$ cat src/rtl/fmd_pkg.sv
package fmd_pkg;

  // Which period length forms the majority of the pattern.
  typedef enum logic {
    MAJ_SHORT = 1'b0,
    MAJ_LONG  = 1'b1
  } fmd_maj_e;

  // Position of the sequencer inside a pattern frame.
  typedef enum logic {
    PH_GROUP = 1'b0,
    PH_TAIL  = 1'b1
  } fmd_phase_e;

endpackage

$ cat src/rtl/fmd_cfg_bank.sv
module fmd_cfg_bank #(
  parameter int          CW      = 31,
  parameter logic [CW-1:0] RST_VEC = '0
) (
  input  logic          clk,
  input  logic          rst_n,
  input  logic          wr,
  input  logic          upd,
  input  logic          boundary,
  input  logic [CW-1:0] cfg_in,
  output logic [CW-1:0] act
);

  logic [CW-1:0] sh_q, sh_d;
  logic [CW-1:0] st_q, st_d;
  logic [CW-1:0] act_q, act_d;
  logic          pend_q, pend_d;
  logic          commit;

  always_comb begin
    commit = boundary && pend_q;
    sh_d   = wr     ? cfg_in : sh_q;
    st_d   = upd    ? sh_q   : st_q;
    act_d  = commit ? st_q   : act_q;
    if (upd) begin
      pend_d = 1'b1;
    end else if (commit) begin
      pend_d = 1'b0;
    end else begin
      pend_d = pend_q;
    end
  end

  always_ff @(posedge clk or negedge rst_n) begin
    if (!rst_n) begin
      sh_q   <= RST_VEC;
      st_q   <= RST_VEC;
      act_q  <= RST_VEC;
      pend_q <= 1'b0;
    end else begin
      if (wr)     sh_q  <= sh_d;
      if (upd)    st_q  <= st_d;
      if (commit) act_q <= act_d;
      pend_q <= pend_d;
    end
  end

  assign act = act_q;

  // the active set only moves right after a frame boundary
  assert_commit_at_edge_R8: assert property (@(posedge clk) disable iff (!rst_n)
    (act_q != $past(act_q)) |-> $past(boundary));

  // a pending update only appears after an update strobe
  assert_pend_from_upd_R7: assert property (@(posedge clk) disable iff (!rst_n)
    $rose(pend_q) |-> $past(upd));

endmodule

$ cat src/rtl/fmd_pattern_seq.sv
module fmd_pattern_seq
  import fmd_pkg::*;
#(
  parameter int W_X = 6,
  parameter int W_Y = 8,
  parameter int W_Z = 8
) (
  input  logic           clk,
  input  logic           rst_n,
  input  logic           adv,
  input  logic [W_X-1:0] x,
  input  logic [W_Y-1:0] y,
  input  logic [W_Z-1:0] z,
  input  fmd_maj_e       maj,
  output logic           long_per,
  output logic           last_per
);

  fmd_phase_e     ph_q, ph_d;
  logic [W_Z-1:0] grp_q, grp_d;
  logic [W_X-1:0] pos_q, pos_d;
  logic [W_Y-1:0] tl_q, tl_d;
  logic           frac_off;
  logic           grp_end;
  logic           grp_final;

  always_comb begin
    frac_off  = (x == '0) || (z == '0);
    grp_end   = (pos_q == x);
    grp_final = (grp_q == z - 1'b1);

    if (frac_off) begin
      long_per = 1'b0;
      last_per = 1'b1;
    end else if (ph_q == PH_GROUP) begin
      long_per = (maj == MAJ_LONG) ? (pos_q != '0) : grp_end;
      last_per = grp_end && grp_final && (y == '0);
    end else begin
      long_per = (maj == MAJ_LONG);
      last_per = (tl_q == y - 1'b1);
    end

    ph_d  = ph_q;
    grp_d = grp_q;
    pos_d = pos_q;
    tl_d  = tl_q;
    if (adv) begin
      if (last_per) begin
        ph_d  = PH_GROUP;
        grp_d = '0;
        pos_d = '0;
        tl_d  = '0;
      end else if (ph_q == PH_GROUP) begin
        if (grp_end) begin
          pos_d = '0;
          if (grp_final) begin
            ph_d = PH_TAIL;
            tl_d = '0;
          end else begin
            grp_d = grp_q + 1'b1;
          end
        end else begin
          pos_d = pos_q + 1'b1;
        end
      end else begin
        tl_d = tl_q + 1'b1;
      end
    end
  end

  always_ff @(posedge clk or negedge rst_n) begin
    if (!rst_n) begin
      ph_q  <= PH_GROUP;
      grp_q <= '0;
      pos_q <= '0;
      tl_q  <= '0;
    end else if (adv) begin
      ph_q  <= ph_d;
      grp_q <= grp_d;
      pos_q <= pos_d;
      tl_q  <= tl_d;
    end
  end

  // the tail phase is never entered when the tail count is zero
  assert_tail_needs_y_R11: assert property (@(posedge clk) disable iff (!rst_n)
    (ph_q == PH_TAIL) |-> (y != '0));

  // a group position never runs past the repeat count
  assert_pos_in_group_R3: assert property (@(posedge clk) disable iff (!rst_n)
    (!frac_off && ph_q == PH_GROUP) |-> (pos_q <= x));

endmodule

$ cat src/rtl/fmd_period_gen.sv
module fmd_period_gen #(
  parameter int LW = 9
) (
  input  logic          clk,
  input  logic          rst_n,
  input  logic [LW-1:0] len,
  output logic          tick,
  output logic          hi,
  output logic          last
);

  logic [LW-1:0] cnt_q, cnt_d;

  always_comb begin
    last  = (cnt_q >= len - 1'b1);
    cnt_d = last ? '0 : cnt_q + 1'b1;
    tick  = (cnt_q == '0);
    hi    = (cnt_q < (len >> 1));
  end

  always_ff @(posedge clk or negedge rst_n) begin
    if (!rst_n) begin
      cnt_q <= '0;
    end else begin
      cnt_q <= cnt_d;
    end
  end

  // each period opens in its high half
  assert_open_high_R6: assert property (@(posedge clk) disable iff (!rst_n)
    tick |-> hi);

  // no period is shorter than two source cycles
  assert_min_two_R9: assert property (@(posedge clk) disable iff (!rst_n)
    tick |=> !tick);

endmodule

$ cat src/rtl/frac_mclk_div.sv
module frac_mclk_div
  import fmd_pkg::*;
#(
  parameter int          W_N          = 8,
  parameter int          W_X          = 6,
  parameter int          W_Y          = 8,
  parameter int          W_Z          = 8,
  parameter logic [W_N-1:0] RST_DIV_N = W_N'(4),
  parameter logic [W_X-1:0] RST_REP_X = '0,
  parameter logic [W_Y-1:0] RST_TAIL_Y = '0,
  parameter logic [W_Z-1:0] RST_GRP_Z = '0,
  parameter logic        RST_LONG_MAJ = 1'b0
) (
  input  logic           clk,
  input  logic           rst_n,
  input  logic           cfg_wr,
  input  logic [W_N-1:0] cfg_div_n,
  input  logic [W_X-1:0] cfg_rep_x,
  input  logic [W_Y-1:0] cfg_tail_y,
  input  logic [W_Z-1:0] cfg_grp_z,
  input  logic           cfg_long_maj,
  input  logic           cfg_upd,
  output logic           mclk_en,
  output logic           mclk_out,
  output logic           frame_done
);

  localparam int CW = W_N + W_X + W_Y + W_Z + 1;
  localparam int LW = W_N + 1;
  localparam logic [CW-1:0] RST_VEC =
    {RST_DIV_N, RST_REP_X, RST_TAIL_Y, RST_GRP_Z, RST_LONG_MAJ};

  logic [CW-1:0]  act;
  logic [W_N-1:0] a_n;
  logic [W_X-1:0] a_x;
  logic [W_Y-1:0] a_y;
  logic [W_Z-1:0] a_z;
  logic           a_maj;
  logic [W_N-1:0] eff_n;
  logic [LW-1:0]  per_len;
  logic           long_per, last_per, per_end;

  fmd_cfg_bank #(.CW(CW), .RST_VEC(RST_VEC)) u_bank (
    .clk      (clk),
    .rst_n    (rst_n),
    .wr       (cfg_wr),
    .upd      (cfg_upd),
    .boundary (frame_done),
    .cfg_in   ({cfg_div_n, cfg_rep_x, cfg_tail_y, cfg_grp_z, cfg_long_maj}),
    .act      (act)
  );

  assign {a_n, a_x, a_y, a_z, a_maj} = act;

  always_comb begin
    eff_n   = (a_n < W_N'(2)) ? W_N'(2) : a_n;
    per_len = {1'b0, eff_n} + LW'(long_per);
  end

  fmd_pattern_seq #(.W_X(W_X), .W_Y(W_Y), .W_Z(W_Z)) u_seq (
    .clk      (clk),
    .rst_n    (rst_n),
    .adv      (per_end),
    .x        (a_x),
    .y        (a_y),
    .z        (a_z),
    .maj      (fmd_maj_e'(a_maj)),
    .long_per (long_per),
    .last_per (last_per)
  );

  fmd_period_gen #(.LW(LW)) u_per (
    .clk   (clk),
    .rst_n (rst_n),
    .len   (per_len),
    .tick  (mclk_en),
    .hi    (mclk_out),
    .last  (per_end)
  );

  assign frame_done = per_end && last_per;

  // a new period starts right after every frame end
  assert_frame_then_start_R10: assert property (@(posedge clk) disable iff (!rst_n)
    frame_done |=> mclk_en);

  // the frame flag never lasts two cycles
  assert_frame_single_R10: assert property (@(posedge clk) disable iff (!rst_n)
    frame_done |=> !frame_done);

endmodule

$ cat config.mk
export PLATFORM = sky130hd
export DESIGN_NAME = frac_mclk_div
export DESIGN_NICKNAME = d
export VERILOG_FILES = /design/src/rtl/fmd_pkg.sv /design/src/rtl/fmd_cfg_bank.sv /design/src/rtl/fmd_pattern_seq.sv /design/src/rtl/fmd_period_gen.sv /design/src/rtl/frac_mclk_div.sv
export SDC_FILE = /design/constraint.sdc
export NUM_CORES = 1
export LEC_CHECK = 0
export ABC_AREA = 1
export BUFFER_PORTS_ARGS = -buffer_cell sky130_fd_sc_hd__buf_4
export CORE_MARGIN = 3
export CORE_UTILIZATION = 33
export DETAILED_ROUTE_END_ITERATION = 7
export GPL_TIMING_DRIVEN = 0
export HOLD_SLACK_MARGIN = 0.08
export SLEW_MARGIN = 40
export SYNTH_ARGS = -nofsm -noshare
export SYNTH_HDL_FRONTEND = slang
export SYNTH_SLANG_ARGS = --single-unit
$ cat constraint.sdc
create_clock -name clk -period 10.5 [get_ports clk]
set_clock_uncertainty 0.1 [all_clocks]
set_input_delay 1.05 -clock clk [delete_from_list [all_inputs] [get_ports clk]]
set_output_delay 1.05 -clock clk [all_outputs]
set_load 0.005 [all_outputs]
==> metrics <==
post-DR wirelength/cell=12.33 um; Yosys warning total=0; area grow syn2layout=17.07%; CTS root buffer=clkbuf_16; antenna violations before repair=0; Total Routed Length=14,160 um; commonest cells after routing, fill and taps aside=204 x nand2_1, 123 x dfrtp_1, 93 x inv_1; GRT overflow=0; Pleak=0.003873 uW; Detailed Route Iter0 Violations=269; Synth Register Bits=126; Max clock buf depth=2; Worst EP required=9350 ps; # fillers=2,106; CP endpoint kind=primary output; max-cap viol count=0; # nets final=926; share of layout cells above drive strength 1=18.89%; most common cell after layout, fill and taps aside=nand2_1; gr usage total=13.58%; HP Class=reg -> reg; Worst Tran Pin Value=787.0 ps; Synth Area in Adders=4.525%; Detail Placement HPWL=10,610 um; number of synthesized flops with an enable pin=0; final core occ=39.61%; largest net degree at the start of global routing=72; number of global-route vias before repair=5,134; final instance area=0.008093 mm2; maximum vdd drop=0.1432 mV; Die Ht=150.7 um; ys async rst share=100.0%; H-tree lvl count=4; Netlist cell types=40; CP Class=reg -> out; main combinational cell family by area after synthesis=simple AND/OR/NAND/NOR gates; setup violators final=0; die width=150.7 um; GP Congestion=0.8333; Mapped Cells=810; CTS clk-pin slew, worst paths=60 ps; Most used DFF post-synth=dfrtp_1; Tcrit/Tclk final=62.18%; Tmin final=6528 ps; synthesized cell area=0.006913 mm2; outcome=finished, final reports clean; Routed Antenna Nets=0; Synthesized Nets=870; standard-cell rows=52; Slowest-stage cell, CP=o21ai_0; total CTS buffers=17; Non-Filler Instances=1,149; Initial Util=33.84%; final hold slack=380.2 ps; critical path fanouts, max=10; Crit path largest cell delay=500 ps; Via-to-Cell Ratio=4.583; simple-gate portion of the synthesized area=23.62%; PwrDens=283.4 mW/mm2; Ant. Diodes=0; Die ar.=0.02272 mm2; mux cell area share after synthesis=5.050%; setup repair after global routing missed its margin=no; Post-DP Area=0.007556 mm2; sequential fraction of the synthesis area=45.67%; post_cts resized=0; CP Launch Type=flip-flop; port buffer count=36; DRC Markers=0; 1st-pass router iterations=4; worst relative slew slack=47.53%; Worst-Skew Late Latency=420 ps; placed insts=1,117; routed via count=5,266; Setup TNS=0 ps; Critical Path AT=5380 ps; XOR/XNOR Fraction of Synth Area=4.561%; Post-CTS Hold Buffers=0; IO Pins=38; first-pass GRT wire length=24,680 um; Synth Area per Inst=8.534 um2; f_max=153.2 MHz; TritonCTS Sinks=126; CTS tree=done; complex-gate fraction of the synthesized area=9.086%; Final Hold Fails=0; Setup Buffers After CTS=0; final max-slew violation count=0; Core Box Area=0.02043 mm2
==> state kept, by name (all words and copies together), names as in the netlist <==
name,count
u_bank.pend_q,1
u_bank.sh_q,31
u_seq.tl_q,8
u_seq.ph_q,1
u_seq.pos_q,6
u_bank.act,31
u_seq.grp_q,8
u_per.cnt_q,9
u_bank.st_q,31
==> power breakdown <==
group	switching (uW)	internal (uW)
combinational	666	411
clock	220	307
sequential	98.6	591
==> metal layers <==
metal | global-route usage, % | wire [um]
met5 | 0 | 0
met4 | 3.853 | 143
met3 | 3.462 | 467
met2 | 21.66 | 6657
met1 | 18.34 | 6893
==> final timing paths <==
kind | from | end | slack (ps) | cells past startpoint
worst max-delay path | u_bank.act[1]$_DFFE_PN0P_ | frame_done | 3970 | 25
worst min-delay path | u_bank.sh_q[11]$_DFFE_PN0P_ | u_bank.st_q[11]$_DFFE_PN0P_ | 380 | 2
worst max register to register | u_bank.act[1]$_DFFE_PN0P_ | u_seq.tl_q[5]$_DFFE_PN0P_ | 5250 | 26
worst min register to register | u_bank.sh_q[11]$_DFFE_PN0P_ | u_bank.st_q[11]$_DFFE_PN0P_ | 380 | 2
max in group asynchronous | rst_n | u_bank.act[25]$_DFFE_PN1P_ | 9130 | 2
min in group asynchronous | rst_n | u_seq.tl_q[6]$_DFFE_PN0P_ | 450 | 1
==> synthesized netlist by cell type (10+ instances only) <==
master / number / area (um2)
mux2_2: 31 / 349.1
a21oi_1: 13 / 65.06
o21ai_0: 49 / 245.2
nand4_1: 12 / 75.07
dfrtp_1: 123 / 3078
ha_1: 25 / 312.8
o21ai_2: 28 / 245.2
xor2_1: 22 / 192.7
nor2_1: 63 / 236.5
xnor2_1: 14 / 122.6
nor3_1: 10 / 50.05
nand2_1: 204 / 765.7
nand3_1: 48 / 240.2
inv_1: 93 / 349.1
==> worst max-delay path, delay by kind of cell, from the launching register on <==
| family | cells | cell delay (ps) |
|---|---|---|
| flops | 1 | 460 |
| xor+xnor | 1 | 140 |
| buf+inv | 7 | 850 |
| compound gates | 1 | 500 |
| simple gates | 12 | 2000 |
| fa+ha+maj | 4 | 1010 |
==> final cells by class <==
type / count / area (um2) / share of cell area [%]
sequential: 126 / 3157 / 39.01
tap: 270 / 337.8 / 4.174
clock buffer: 19 / 442.9 / 5.473
multi-input combinational: 564 / 3238 / 40.01
inverter: 99 / 374.1 / 4.623
buffer: 21 / 143.9 / 1.778
timing repair buffer: 37 / 305.3 / 3.772
clock inverter: 13 / 93.84 / 1.160
==> kinds of logic after synthesis <==
kind of cell	Yosys count
XOR/XNOR	36
buffers and inverters	120
flip-flops	126
multiplexers	31
AND/OR/NAND/NOR	372
AO/OA/AOI/OAI	100
adder cells (fa/ha/maj)	25
==> through the flow <==
step | setup WS (ps) | total power (uW)
after global placement | 4475 | 1760
after global routing | 3486 | 2520
after CTS | 3926 | 2326
after detailed placement | 4412 | 1785
final | 3972 | 2293
after floorplan | 5509 | 1517
No activity file was read; power rests on OpenSTA's default activity.
